## src/rtl/lsclk_pkg.sv

```systemverilog
package lsclk_pkg;

   typedef enum logic {
      SRC_INTERNAL = 1'b0,
      SRC_EXTERNAL = 1'b1
   } lsclk_src_e;

   localparam logic [15:0] LSCLK_UNLOCK = 16'h16AA;

   localparam logic [7:0] OFS_SRC_SEL = 8'h00;
   localparam logic [7:0] OFS_PRESCALE = 8'h08;
   localparam logic [7:0] OFS_PIN_GATE = 8'h60;

endpackage

```

## src/rtl/lsclk_regs.sv

```systemverilog
module lsclk_regs
   import lsclk_pkg::*;
#(
   parameter int ADDR_W = 8,
   parameter int DATA_W = 32,
   parameter int PRE_W = 5,
   parameter int KEY_W = 16,
   parameter logic [KEY_W-1:0] KEY_VALUE = LSCLK_UNLOCK,
   parameter bit KEY_CHECK = 1'b1
) (
   input  logic              clk,
   input  logic              rst_n,
   input  logic [ADDR_W-1:0] addr,
   input  logic [DATA_W-1:0] wdata,
   input  logic              we,
   output logic [DATA_W-1:0] rdata,
   output lsclk_src_e        src_sel,
   output logic [PRE_W-1:0]  prescale,
   output logic              gate_en,
   output logic              presc_wr
);

   localparam logic [ADDR_W-1:0] A_SRC = ADDR_W'(OFS_SRC_SEL);
   localparam logic [ADDR_W-1:0] A_PRE = ADDR_W'(OFS_PRESCALE);
   localparam logic [ADDR_W-1:0] A_GATE = ADDR_W'(OFS_PIN_GATE);
   localparam int KEY_LSB = DATA_W - KEY_W;

   if (DATA_W < KEY_W + PRE_W + 1) begin : g_bad_width
      $error("lsclk_regs: DATA_W too small for key and prescaler fields");
   end
   if (ADDR_W < 7) begin : g_bad_addr
      $error("lsclk_regs: ADDR_W cannot reach the pin gate offset");
   end

   logic key_ok;
   logic hit_src, hit_pre, hit_gate;

   if (KEY_CHECK) begin : g_keyed
      assign key_ok = (wdata[DATA_W-1:KEY_LSB] == KEY_VALUE);
   end else begin : g_open
      assign key_ok = 1'b1;
   end

   assign hit_src = (addr == A_SRC);
   assign hit_pre = (addr == A_PRE);
   assign hit_gate = (addr == A_GATE);
   assign presc_wr = we && hit_pre;

   logic unused_wbits;
   assign unused_wbits = ^wdata[KEY_LSB-1:PRE_W];

   always_ff @(posedge clk or negedge rst_n) begin
      if (!rst_n) begin
         src_sel <= SRC_INTERNAL;
         prescale <= '0;
         gate_en <= 1'b0;
      end else if (we) begin
         if (hit_src && key_ok) begin
            src_sel <= lsclk_src_e'(wdata[0]);
         end
         if (hit_pre) begin
            prescale <= wdata[PRE_W-1:0];
         end
         if (hit_gate) begin
            gate_en <= wdata[0];
         end
      end
   end

   always_comb begin
      rdata = '0;
      if (hit_src) begin
         rdata[0] = src_sel;
      end else if (hit_pre) begin
         rdata[PRE_W-1:0] = prescale;
      end else if (hit_gate) begin
         rdata[0] = gate_en;
      end
   end

endmodule

```

## src/rtl/lsclk_prescale.sv

```systemverilog
module lsclk_prescale #(
   parameter int PRE_W = 5
) (
   input  logic             clk,
   input  logic             rst_n,
   input  logic             clr,
   input  logic             src_tick,
   input  logic [PRE_W-1:0] div,
   output logic             div_tick
);

   if (PRE_W < 1) begin : g_bad_pre
      $error("lsclk_prescale: PRE_W must be at least 1");
   end

   logic [PRE_W-1:0] cnt;
   logic             wrap;

   assign wrap = (cnt >= div);
   assign div_tick = src_tick && wrap;

   always_ff @(posedge clk or negedge rst_n) begin
      if (!rst_n) begin
         cnt <= '0;
      end else if (clr) begin
         cnt <= '0;
      end else if (src_tick) begin
         if (wrap) begin
            cnt <= '0;
         end else begin
            cnt <= cnt + 1'b1;
         end
      end
   end

endmodule

```

## src/rtl/lsclk_outsel.sv

```systemverilog
module lsclk_outsel
   import lsclk_pkg::*;
(
   input  logic       clk,
   input  logic       rst_n,
   input  lsclk_src_e src_sel,
   input  logic       int_div_tick,
   input  logic       ext_tick,
   input  logic       gate_en,
   output logic       ls_tick,
   output logic       pin_tick
);

   logic chosen;

   always_comb begin
      unique case (src_sel)
         SRC_EXTERNAL: chosen = ext_tick;
         default:      chosen = int_div_tick;
      endcase
   end

   always_ff @(posedge clk or negedge rst_n) begin
      if (!rst_n) begin
         ls_tick <= 1'b0;
         pin_tick <= 1'b0;
      end else begin
         ls_tick <= chosen;
         pin_tick <= chosen && gate_en;
      end
   end

endmodule

```

## src/rtl/lsclk_select.sv

```systemverilog
module lsclk_select
   import lsclk_pkg::*;
#(
   parameter int ADDR_W = 8,
   parameter int DATA_W = 32,
   parameter int PRE_W = 5,
   parameter int KEY_W = 16,
   parameter bit KEY_CHECK = 1'b1
) (
   input  logic              clk,
   input  logic              rst_n,
   input  logic [ADDR_W-1:0] reg_addr,
   input  logic [DATA_W-1:0] reg_wdata,
   input  logic              reg_we,
   output logic [DATA_W-1:0] reg_rdata,
   input  logic              int_osc_tick,
   input  logic              ext_osc_tick,
   output logic              ls_tick,
   output logic              pin_tick
);

   lsclk_src_e       src_sel_w;
   logic [PRE_W-1:0] prescale_w;
   logic             gate_w;
   logic             presc_wr_w;
   logic             int_div_w;

   lsclk_regs #(
      .ADDR_W(ADDR_W),
      .DATA_W(DATA_W),
      .PRE_W(PRE_W),
      .KEY_W(KEY_W),
      .KEY_VALUE(KEY_W'(LSCLK_UNLOCK)),
      .KEY_CHECK(KEY_CHECK)
   ) u_regs (
      .clk(clk),
      .rst_n(rst_n),
      .addr(reg_addr),
      .wdata(reg_wdata),
      .we(reg_we),
      .rdata(reg_rdata),
      .src_sel(src_sel_w),
      .prescale(prescale_w),
      .gate_en(gate_w),
      .presc_wr(presc_wr_w)
   );

   lsclk_prescale #(
      .PRE_W(PRE_W)
   ) u_div (
      .clk(clk),
      .rst_n(rst_n),
      .clr(presc_wr_w),
      .src_tick(int_osc_tick),
      .div(prescale_w),
      .div_tick(int_div_w)
   );

   lsclk_outsel u_out (
      .clk(clk),
      .rst_n(rst_n),
      .src_sel(src_sel_w),
      .int_div_tick(int_div_w),
      .ext_tick(ext_osc_tick),
      .gate_en(gate_w),
      .ls_tick(ls_tick),
      .pin_tick(pin_tick)
   );

endmodule

```

## config.mk

```make
export PLATFORM = sky130hd
export DESIGN_NAME = lsclk_select
export DESIGN_NICKNAME = d
export VERILOG_FILES = /design/src/rtl/lsclk_pkg.sv /design/src/rtl/lsclk_regs.sv /design/src/rtl/lsclk_prescale.sv /design/src/rtl/lsclk_outsel.sv /design/src/rtl/lsclk_select.sv
export SDC_FILE = /design/constraint.sdc
export NUM_CORES = 1
export LEC_CHECK = 0
export ABC_AREA = 1
export BUFFER_PORTS_ARGS = -buffer_cell sky130_fd_sc_hd__buf_2
export CAP_MARGIN = 20
export CORE_MARGIN = 1
export CORE_UTILIZATION = 25
export CTS_CLUSTER_SIZE = 28
export DETAILED_ROUTE_END_ITERATION = 12
export HOLD_SLACK_MARGIN = 0.03
export PLACE_DENSITY = 0.53
export RECOVER_POWER = 50
export SLEW_MARGIN = 40
export SYNTH_ARGS = -nofsm -noshare
export SYNTH_HDL_FRONTEND = slang
export SYNTH_SLANG_ARGS = --single-unit
```

## constraint.sdc

```tcl
create_clock -name clk -period 2.85 [get_ports clk]
set_input_delay 0.57 -clock clk [delete_from_list [all_inputs] [get_ports clk]]
set_output_delay 0.57 -clock clk [all_outputs]
set_load 0.01 [all_outputs]
```

==> impl_results.md <==
* Seq cells post-synth at 14
* Crit path time final at 2.19 ns
* TritonCTS Buffers at 3
* IO Count at 79
* TritonRoute pass-1 iters at 5
* Initial Util at 0.262
* TritonCTS Sinks at 14
* Worst-Margin Slew at 0.801 ns
* Final ANT Viol Nets at 0
* Tcrit/Tclk final at 0.767
* Vias in the first global route at 1016
* CTS tree: done
* Post CTS Setup Buffer Count at 0
* Share of cells above drive strength 1 at 0.236
* PwrDens at 360 mW/mm^2
* Via density at 3.88
* Leak at 0.860 nW
* Filler instances at 534
* Yosys cell types at 21
* RSZ-0062 raised after global routing: false
* Clock slew seen by the registers of the worst setup and hold paths at 0.06 ns
* Post-Synthesis Cells at 183
* Cell Rows at 25
* Hold buffer count at cts at 0
* Global-route wire length before repair at 4.22 mm
* Drt drc at 0
* Required time of the critical path at 2.28 ns
* Layout area overhead at 17.5%
* Worst setup path category: input pin to output port
* Peak supply drop at 158 uV
* Max-slew violations at 0
* CORE AREA at 0.00479 mm^2
* Max cap viols at 0
* Setup violators final at 0
* Nets at 277
* Min-delay worst type: input pin to asynchronous set/reset pin
* Die ar. at 0.00531 mm^2
* Post-Route WL at 2.40 mm
* Highest net fanout along the worst path at 4
* GRT Total Usage at 0.102
* Critical Path End Type: output port
* CTS max path bufs at 2
* Crit path launch type: input pin
* Reg area at 350 um^2
* CTS resizes at 0
* Multi-input logic area at 662 um^2
* Slew HR at 0.466
* Initial antenna violation count at 0
* Die height at 72.9 um
* Remaining Overflow, GRT at 0
* WL/cell at 8.21 um
* Final worst slack at 0.664 ns
* Final-report hold violation count at 0
* DR iter-0 viols at 33
* Global placement routability congestion at 0.768
* Max Freq at 0.457 GHz
* Clk_lat worst skew at 0.25 ns
* Die width at 72.9 um
* Sequential area share after synthesis at 0.279
* Root Buffer: clkbuf_8
* Commonest cells after routing, fill and taps aside: 38 x nand2_1, 38 x buf_2, 33 x inv_1, 27 x conb_1, 23 x nor2_1
* # diodes at 0
* Crit path DAT at 1.62 ns
* Outcome: finished, final reports clean
* Ys Warns at 0
* Setup WS pre-CTS at 0.625 ns
* Skew final at 0.00504 ns
* Total number of vias at 1133
* Mapped cell area at 0.00126 mm^2
* H-tree Lvls at 1
* Largest net degree at the start of global routing at 20
* Syn Area/Cell at 6.86 um^2
* Buffers on Ports at 40
* DP HPWL at 1.98 mm
* TNS Setup at 0 ns
[worst max-delay path: stages]
cell     delay (ns)
buf_2          0.11
nor3_1         0.34
nand3_1        0.26
nor2_1         0.18
buf_2          0.15
[state kept, by name (all words and copies together), names as in the netlist]
signal	count
u_regs.src_sel	1
u_regs.prescale	5
u_out.pin_tick	1
u_regs.gate_en	1
u_div.cnt	5
u_out.ls_tick	1
[layer usage]
| metal | GRT usage | part of all wire | up-vias |
|---|---|---|---|
| met1 | 0.122 | 0.47 | 503 |
| met4 | 0.0196 | 0.0096 | 0 |
| li1 | - | - | 594 |
| met2 | 0.181 | 0.47 | 34 |
| met5 | 0 | 0 | - |
| met3 | 0.0290 | 0.045 | 2 |
[logic make-up after synthesis]
family,Yosys count,synth area share
AOI/OAI and AO/OA,12,0.0647
xor gates and xnor gates,2,0.0139
adders and majority gates,6,0.0598
buffers and inverters,62,0.272
DFF,14,0.279
other,1,0.00299
and+or+nand+nor,86,0.308
[power breakdown]
part	switching (mW)	leakage, nW	total (mW)	internal (mW)
clock network	0.0733	0.0288	0.196	0.122
registers	0.00972	0.192	0.221	0.211
logic	0.0746	0.639	0.115	0.0403
[cells in the mapped netlist (all sizes together)]
cell type / n / area share
conb: 1 / 0.0030
buf: 28 / 0.17
nor3: 2 / 0.0080
o21ai: 8 / 0.047
xor2: 2 / 0.014
dfrtp: 14 / 0.28
nor2: 25 / 0.083
a21oi: 3 / 0.012
ha: 6 / 0.060
nand3: 11 / 0.054
nand4: 8 / 0.040
nand2: 40 / 0.12
o211ai: 1 / 0.0060
inv: 34 / 0.10
[worst paths after layout]
| check | slack [ns] | start | to | depth (start not counted) |
|---|---|---|---|---|
| max in group asynchronous | 1.96 | rst_n | u_regs.src_sel$_DFFE_PN0P_ | 1 |
| worst max-delay path | 0.66 | reg_addr[2] | reg_rdata[2] | 5 |
| min in group clk | 0.48 | u_regs.prescale[2]$_DFFE_PN0P_ | u_regs.prescale[2]$_DFFE_PN0P_ | 2 |
| worst max register to register | 1.28 | u_div.cnt[2]$_DFFE_PN0P_ | u_div.cnt[2]$_DFFE_PN0P_ | 8 |
| worst min register to register | 0.48 | u_regs.prescale[2]$_DFFE_PN0P_ | u_regs.prescale[2]$_DFFE_PN0P_ | 2 |
| worst min-delay path | 0.38 | rst_n | u_div.cnt[4]$_DFFE_PN0P_ | 1 |
[final cells by class]
cell class,instances,area share
Inverter,34,0.0864
Multi-Input combinational cell,133,0.448
Clock buffer,4,0.0373
Sequential cell,14,0.237
Tap cell,67,0.0568
Timing Repair Buffer,40,0.134
[metrics by stage]
step	instances	hold slack [ns]	util	total power, mW	cell area (um^2)
finish	292	0.384	0.308	0.532	1480
global route	292	0.453	0.308	0.571	1480
CTS	292	0.226	0.309	0.542	1480
floorplan	209	0.274	-	0.321	1350
global placement	288	0.466	0.298	0.341	1420
detailed placement	288	0.468	0.298	0.341	1420
No activity file was read; power rests on OpenSTA's default activity.
